### src/rtl/i2cw_pkg.sv
package i2cw_pkg;

   typedef enum logic [2:0] {
      PH_IDLE,
      PH_START,
      PH_LOW,
      PH_HIGH,
      PH_STOP_LOW,
      PH_STOP_HIGH,
      PH_FREE
   } i2cw_phase_e;

   localparam int unsigned XFER_BYTES = 3;
   localparam int unsigned GO_BIT     = 24;
   localparam int unsigned ERR_BIT    = 25;

endpackage

### src/rtl/i2cw_phase_timer.sv
module i2cw_phase_timer #(
   parameter int unsigned PW = 9
) (
   input  logic          clk,
   input  logic          rst_n,
   input  logic          load,
   input  logic [PW-1:0] load_val,
   input  logic          adv,
   output logic          done
);

   logic [PW-1:0] cnt;

   always_ff @(posedge clk or negedge rst_n) begin
      if (!rst_n) begin
         cnt <= '0;
      end else if (load) begin
         cnt <= load_val;
      end else if (adv && (cnt != '0)) begin
         cnt <= cnt - PW'(1);
      end
   end

   assign done = adv && (cnt == '0);

   a_r4_reload_wins : assert property (@(posedge clk) disable iff (!rst_n)
      $past(load) |-> cnt == $past(load_val));

endmodule

### src/rtl/i2cw_byte_shifter.sv
module i2cw_byte_shifter #(
   parameter int unsigned NB = 3
) (
   input  logic            clk,
   input  logic            rst_n,
   input  logic            load,
   input  logic [8*NB-1:0] frame,
   input  logic            adv,
   output logic            tx_bit,
   output logic            ack_slot,
   output logic            last_byte
);

   localparam int unsigned SW = 8 * NB;
   localparam int unsigned BW = (NB > 1) ? $clog2(NB) : 1;

   logic [SW-1:0] sr;
   logic [3:0]    bit_idx;
   logic [BW-1:0] byte_idx;

   always_ff @(posedge clk or negedge rst_n) begin
      if (!rst_n) begin
         sr       <= '0;
         bit_idx  <= '0;
         byte_idx <= '0;
      end else if (load) begin
         sr       <= frame;
         bit_idx  <= '0;
         byte_idx <= '0;
      end else if (adv) begin
         if (bit_idx == 4'd8) begin
            bit_idx  <= '0;
            byte_idx <= byte_idx + BW'(1);
         end else begin
            sr      <= {sr[SW-2:0], 1'b0};
            bit_idx <= bit_idx + 4'd1;
         end
      end
   end

   assign tx_bit    = sr[SW-1];
   assign ack_slot  = (bit_idx == 4'd8);
   assign last_byte = (byte_idx == BW'(NB - 1));

   a_r1_bit_index_range : assert property (@(posedge clk) disable iff (!rst_n)
      bit_idx <= 4'd8);

endmodule

### src/rtl/i2cw_pmic_writer.sv
module i2cw_pmic_writer
   import i2cw_pkg::*;
#(
   parameter int unsigned HI_OFS   = 5,
   parameter int unsigned LO_OFS   = 7,
   parameter bit          WAIT_SCL = 1'b1
) (
   input  logic        clk,
   input  logic        rst_n,
   input  logic        reg_we,
   input  logic        reg_sel,
   input  logic [31:0] reg_wdata,
   output logic [31:0] reg_rdata,
   input  logic        scl_i,
   output logic        scl_oe,
   input  logic        sda_i,
   output logic        sda_oe
);

   localparam int unsigned MAXOFS = (HI_OFS > LO_OFS) ? HI_OFS : LO_OFS;
   localparam int unsigned PW     = $clog2(255 + MAXOFS + 1);

   generate
      if (HI_OFS < 1 || LO_OFS < 2) begin : g_bad_offsets
         $error("i2cw_pmic_writer: HI_OFS must be >= 1 and LO_OFS >= 2");
      end
   endgenerate

   logic [6:0]    c_addr;
   logic [7:0]    c_reg, c_dat, t_hi, t_lo;
   logic          c_valid, c_err;
   i2cw_phase_e   st, st_nx;
   logic [PW-1:0] len_hi, len_lo, ld_val;
   logic          ld, tick, adv_en, sh_load, sh_adv, sda_q;
   logic          tx_bit, ack_slot, last_byte, cmd_take;
   logic          unused_wdata;

   assign unused_wdata = ^reg_wdata[31:25];
   assign cmd_take     = reg_we && !reg_sel && !c_valid;
   assign len_hi       = PW'(t_hi) + PW'(HI_OFS);
   assign len_lo       = PW'(t_lo) + PW'(LO_OFS);

   // command and clock words
   always_ff @(posedge clk or negedge rst_n) begin
      if (!rst_n) begin
         c_addr  <= '0;
         c_reg   <= '0;
         c_dat   <= '0;
         c_valid <= 1'b0;
         c_err   <= 1'b0;
         t_hi    <= '0;
         t_lo    <= '0;
      end else begin
         if (reg_we && reg_sel) begin
            t_hi <= reg_wdata[7:0];
            t_lo <= reg_wdata[15:8];
         end
         if (cmd_take) begin
            c_addr <= reg_wdata[6:0];
            c_reg  <= reg_wdata[15:8];
            c_dat  <= reg_wdata[23:16];
            if (reg_wdata[GO_BIT]) begin
               c_valid <= 1'b1;
               c_err   <= 1'b0;
            end
         end else if (st == PH_FREE && tick) begin
            c_valid <= 1'b0;
         end
         if (st == PH_HIGH && tick && ack_slot && sda_i) begin
            c_err <= 1'b1;
         end
      end
   end

   always_comb begin
      if (reg_sel) reg_rdata = {16'h0, t_lo, t_hi};
      else         reg_rdata = {6'h0, c_err, c_valid, c_dat, c_reg, 1'b0, c_addr};
   end

   // phase sequencer
   always_comb begin
      st_nx   = st;
      ld      = 1'b0;
      ld_val  = len_hi - PW'(1);
      sh_load = 1'b0;
      sh_adv  = 1'b0;
      case (st)
         PH_IDLE: if (c_valid) begin
            st_nx   = PH_START;
            ld      = 1'b1;
            sh_load = 1'b1;
         end
         PH_START: if (tick) begin
            st_nx  = PH_LOW;
            ld     = 1'b1;
            ld_val = len_lo - PW'(1);
         end
         PH_LOW: if (tick) begin
            st_nx = PH_HIGH;
            ld    = 1'b1;
         end
         PH_HIGH: if (tick) begin
            ld     = 1'b1;
            ld_val = len_lo - PW'(1);
            sh_adv = 1'b1;
            if (ack_slot && (sda_i || last_byte)) st_nx = PH_STOP_LOW;
            else                                  st_nx = PH_LOW;
         end
         PH_STOP_LOW: if (tick) begin
            st_nx = PH_STOP_HIGH;
            ld    = 1'b1;
         end
         PH_STOP_HIGH: if (tick) begin
            st_nx = PH_FREE;
            ld    = 1'b1;
         end
         PH_FREE: if (tick) st_nx = PH_IDLE;
         default: st_nx = PH_IDLE;
      endcase
   end

   always_ff @(posedge clk or negedge rst_n) begin
      if (!rst_n) begin
         st    <= PH_IDLE;
         sda_q <= 1'b0;
      end else begin
         st <= st_nx;
         case (st)
            PH_IDLE:      if (c_valid) sda_q <= 1'b1;
            PH_LOW:       sda_q <= !ack_slot && !tx_bit;
            PH_STOP_LOW:  sda_q <= 1'b1;
            PH_STOP_HIGH: if (tick) sda_q <= 1'b0;
            default:      ;
         endcase
      end
   end

   assign scl_oe = (st == PH_LOW) || (st == PH_STOP_LOW);
   assign sda_oe = sda_q;

   generate
      if (WAIT_SCL) begin : g_wait_line
         assign adv_en = scl_oe ? 1'b1 : scl_i;
      end else begin : g_free_run
         assign adv_en = 1'b1;
      end
   endgenerate

   i2cw_phase_timer #(.PW(PW)) timer_i (
      .clk      (clk),
      .rst_n    (rst_n),
      .load     (ld),
      .load_val (ld_val),
      .adv      (adv_en),
      .done     (tick)
   );

   i2cw_byte_shifter #(.NB(XFER_BYTES)) shifter_i (
      .clk       (clk),
      .rst_n     (rst_n),
      .load      (sh_load),
      .frame     ({c_addr, 1'b0, c_reg, c_dat}),
      .adv       (sh_adv),
      .tx_bit    (tx_bit),
      .ack_slot  (ack_slot),
      .last_byte (last_byte)
   );

   a_r6_release_only_at_stop : assert property (@(posedge clk) disable iff (!rst_n)
      (!scl_oe && !$past(scl_oe) && $fell(sda_oe)) |-> st == PH_FREE);

   a_r6_pull_only_at_start : assert property (@(posedge clk) disable iff (!rst_n)
      (!scl_oe && !$past(scl_oe) && $rose(sda_oe)) |-> st == PH_START);

   a_r3_fields_frozen : assert property (@(posedge clk) disable iff (!rst_n)
      (c_valid && $past(c_valid)) |-> $stable({c_addr, c_reg, c_dat}));

   a_r2_go_drops_after_free : assert property (@(posedge clk) disable iff (!rst_n)
      $fell(c_valid) |-> (st == PH_IDLE && $past(st) == PH_FREE));

   a_r7_error_heads_to_stop : assert property (@(posedge clk) disable iff (!rst_n)
      $rose(c_err) |-> st == PH_STOP_LOW);

   a_r9_bus_quiet_when_idle : assert property (@(posedge clk) disable iff (!rst_n)
      scl_oe |-> c_valid);

endmodule

### config.mk
export PLATFORM = sky130hd
export DESIGN_NAME = i2cw_pmic_writer
export DESIGN_NICKNAME = d
export VERILOG_FILES = /design/src/rtl/i2cw_pkg.sv /design/src/rtl/i2cw_phase_timer.sv /design/src/rtl/i2cw_byte_shifter.sv /design/src/rtl/i2cw_pmic_writer.sv
export SDC_FILE = /design/constraint.sdc
export NUM_CORES = 1
export LEC_CHECK = 0
export ABC_CLOCK_PERIOD_IN_PS = 6250
export CORE_MARGIN = 2
export CORE_UTILIZATION = 25
export DETAILED_ROUTE_END_ITERATION = 16
export SLEW_MARGIN = 20
export SYNTH_ARGS = -nofsm -noshare
export SYNTH_HDL_FRONTEND = slang
export SYNTH_HIERARCHICAL = 1
export SYNTH_SLANG_ARGS = --single-unit
### constraint.sdc
create_clock -name clk -period 6.25 [get_ports clk]
set_input_delay 1.25 -clock clk [delete_from_list [all_inputs] [get_ports clk]]
set_output_delay 1.25 -clock clk [all_outputs]
set_load 0.1 [all_outputs]
Word level (Yosys, flattened, before mapping) --
Index checks and enable logic that the tools add are counted.
Storage, ports and cells: bits of input ports 38, register bits after elaboration 84
Operators by class: reduce and logical (&&, ||, !) cells 35, add/sub/neg operators 7, equal/unequal tests 17, mux-type cells 38
Operators with widths (number):
- $mux W24 | 3
- $mux W9 | 4
- $sub A9 B1 Y9 const B | 3
- $mux W26 | 1
- $mux W3 | 8
- $pmux W3 S7 | 1
- $add A8 B3 Y9 const B | 2
- $ne A2 B2 Y1 const B | 9
- $mux W1 | 13
- $mux W4 | 3
- $reduce_bool A2 Y1 | 6
- $logic_and A1 B1 Y1 | 11
- $eq A3 B3 Y1 const B | 3
- $logic_not A9 Y1 | 1
- $reduce_bool A9 Y1 | 1
- $reduce_and A2 Y1 | 4
- $reduce_and A7 Y1 | 1
- $eq A3 B2 Y1 const B | 2
- $mux W2 | 3
- $reduce_or A5 Y1 | 1
- $add A4 B1 Y4 const B | 1
- $eq A4 B4 Y1 const B | 1
- $logic_not A1 Y1 | 4
- $pmux W1 S4 | 1
- other kinds (9) | 10

Logic depth before layout (Yosys ltp) --
word-level depth 9, depth in mapped cells 14, depth with buffers taken out 11

Cells and area by module --
The synthesis kept the hierarchy.
By module, submodules not included:
- i2cw_pmic_writer | area each 2421.1 µm², seq. area each 1126.1 µm², cells an instance 207, times used 1
- i2cw_byte_shifter | area each 1527.7 µm², seq. area each 750.7 µm², cells an instance 112, times used 1
- i2cw_phase_timer | area each 586.8 µm², seq. area each 225.2 µm², cells an instance 68, times used 1

Least setup slack after synthesis --
OpenSTA, ideal clock, no wires.
path type in2out, start point input reg_sel, end point output reg_rdata[16], stages 3, path slack 2085 ps, arrival time 2915 ps, required time 5000 ps, cell sequence buf_6 -> clkbuf_1 -> nor2b_1
Between the ends: word-level cells in the longest chain between the ends 1
RTL lines:
- start: declaration | RTL line i2cw_pmic_writer.sv:11 | input logic reg_sel,
- $mux W26 | RTL line i2cw_pmic_writer.sv:76 | if (reg_sel) reg_rdata = {16'h0, t_lo, t_hi};
- end: declaration | RTL line i2cw_pmic_writer.sv:13 | output logic [31:0] reg_rdata,
Every way passes these cells.

Worst setup path in the final report --
start point input reg_sel, end point output reg_rdata[1]
Same word-level chain as after synthesis.

==> run metrics <==
core area=approximately 18000 um2; Min Hold Slack=between 0.4 and 0.5 ns; Vias=about 3100; Synth top area share=0.4634; gr usage total=0.1086; 1st-iter DRT viols=159; Rel. slew slack=0.3468; FF-to-FF setup slack=~2.8 ns; Setup WS post-layout=2.254 ns; Crit path largest cell delay=0.45 ns; Post-layout nets=486; Via density=4.657; setup bufs post-CTS=0; Die Area=19240 um2; Highest Clock Rate=250.3 MHz; hpwl dp=7069 um; Main synth FF type=dfrtp_1; Finish-stage setup viols=0; biggest regs=shifter_i/sr x24, timer_i/cnt x9; Die Y=138.7 um; Mapped Area=4536 um2; Final Max Tran Viols=0; Post-synth EDFFs=0; CP dominant cell by count=buf_4; # H-tree levels=3; Total Wirelength=between 10000 and 15000 um; Placement Setup Slack=1.962 ns; first-pass GRT wire length=~17000 um; pin count of the biggest net entering global routing=85; Chip Width=138.7 um; setup total negative slack=0 ns; status=completed; row count=49; critical path cell sequence=clkdlybuf4s50_1, buf_4, mux2_2, buf_4; vias in the first global route=3206; Port Buffers=58; critical path startpoint category=primary input; Static Leak=2.397 nW; drt drc=0; post_cts resized=0; antenna-violating nets left=0; crit-path max FO=28; synth top area cells=dfrtp_1, mux2_2, nand2_1; cell at the slowest stage of the critical path=clkdlybuf4s50_1; WS Path Type=in2out; Cell variety after synth=54; Max Cap Viol=0; RSZ-0062 raised after global routing=false; Boundary Pins=72; most common cell in the netlist=mux2_2; placer congestion estimate=between 0.7 and 0.8; initial antenna violation count=0; worst path arrival time=2.75 ns; largest area contributor in the netlist=dfrtp_1; root buf cell=clkbuf_16; Starting Density=0.2534; clk slew on worst S/H paths=roughly 0.06 ns; Syn Area/Cell=11.72 um2; Period minus WS final=roughly 4 ns; register bit count reported by yosys=84; Post-synth top cells=mux2_2, dfrtp_1, nand2_1, nor2_1, inv_1; WL/cell=around 15 um; crit path capture type=output port; launching point of the worst reg2reg path=st[2]; share of cells above drive strength 1=0.3579; Mapped Cells=387; Reg with most FFs=shifter_i/sr; CTS max path bufs=2; Skew-Pair Late Insertion Delay=0.34 ns; Final Cycle Share=0.6393; CTS buffer count=9; clk sinks=84; peak supply drop=between 0.3 and 0.4 mV; Pre-antenna DRT Iters=4; Remaining Overflow, GRT=0; asr flop ratio synth=1.000; Pwr Density=about 410 nW/um2; Hold Violations, Final=0; sequential-to-total area share from yosys stat=0.4634; Total Power=2.269 mW; worst-margin pin slew=0.9767 ns; hold path start=c_err; Area Growth Syn to Fin=21.63%; Worst Hold Class=reg2reg; CTS tree=yes; Ys Warns=6; Critical Path Source=reg_sel; max reg flops=24; cts hold-fix bufs=0; Critical Path RT=5.00 ns; Worst Skew=0.007524 ns; ANT cells=0
==> worst paths after layout <==
check                                   endpoint  depth (start not counted)
min in group asynchronous         timer_i/cnt[6]                          1
worst min-delay path                       c_err                          1
max in group asynchronous              c_addr[4]                          1
worst max-delay path                reg_rdata[1]                          4
worst max register to register  shifter_i/sr[21]                         11
worst min register to register             c_err                          1
==> cell families (layout without fill, tap and decap cells) <==
logic type,after synthesis,after routing,share of synthesized area
multiplexers,105,105,0.2596
AND/OR/NAND/NOR,87,87,0.1084
flip-flops,84,84,0.4634
AO/OA/AOI/OAI,52,52,0.07945
buffers and inverters,40,94,0.04855
XOR/XNOR,12,12,0.02317
adder cells (fa/ha/maj),6,6,0.01655
other,1,7,0.0008268
==> critical path, delay by kind of cell <==
family	cells	cell delay (ns)
multiplexers	1	0.42
buffers and inverters	3	1.07
==> per-layer routing <==
metal	GRT usage	vias up	wire [um]
met5	0	-	0
met4	0.03030	0	116
met3	0.03833	6	532
met2	0.1717	91	4764
met1	0.1415	1561	4780
li1	-	1490	-
==> layout by cell type (no fill, tap or decap), types with 3 or more instances in the layout <==
cell / Yosys / layout
nand2_1: 22 / 22
o211ai_1: 6 / 6
clkbuf_16: 0 / 9
xor2_1: 5 / 5
nor2b_1: 11 / 11
or4_1: 3 / 3
clkdlybuf4s50_1: 0 / 31
ha_1: 6 / 6
and2_1: 3 / 3
mux2i_1: 4 / 4
inv_1: 14 / 14
o21ai_0: 12 / 12
a31oi_1: 4 / 4
nor2_1: 17 / 17
dfrtp_1: 84 / 84
nand3_1: 7 / 7
or2_2: 3 / 3
buf_4: 6 / 32
a21oi_1: 9 / 9
mux2_2: 101 / 101
clkinvlp_4: 0 / 3
conb_1: 1 / 7
xnor2_1: 7 / 7
==> final cells by class <==
class | instances | area, um2
Tap cell | 229 | 286.5
Sequential cell | 84 | 2102
Clock inverter | 6 | 48.80
Fill cell | 1850 | 12390
Timing Repair Buffer | 64 | 561.8
Multi-Input combinational cell | 269 | 2236
Inverter | 14 | 52.55
Clock buffer | 10 | 229.0
==> power breakdown <==
group / leakage, nW / switching (mW) / total (mW) / internal, mW
sequential: 1.06 / 0.140 / 0.827 / 0.687
clock: 0.125 / 0.220 / 0.492 / 0.272
combinational: 1.22 / 0.638 / 0.951 / 0.313
total: 2.40 / 0.997 / 2.27 / 1.27
==> per-stage QoR <==
step,util,instances,cell area (um2)
after floorplan,-,393,4558
after global placement,0.2924,660,5235
after detailed placement,0.2924,660,5235
after CTS,0.3079,676,5513
after global routing,0.3081,676,5517
final,0.3081,676,5517
Power figures use the tool's default switching activity.
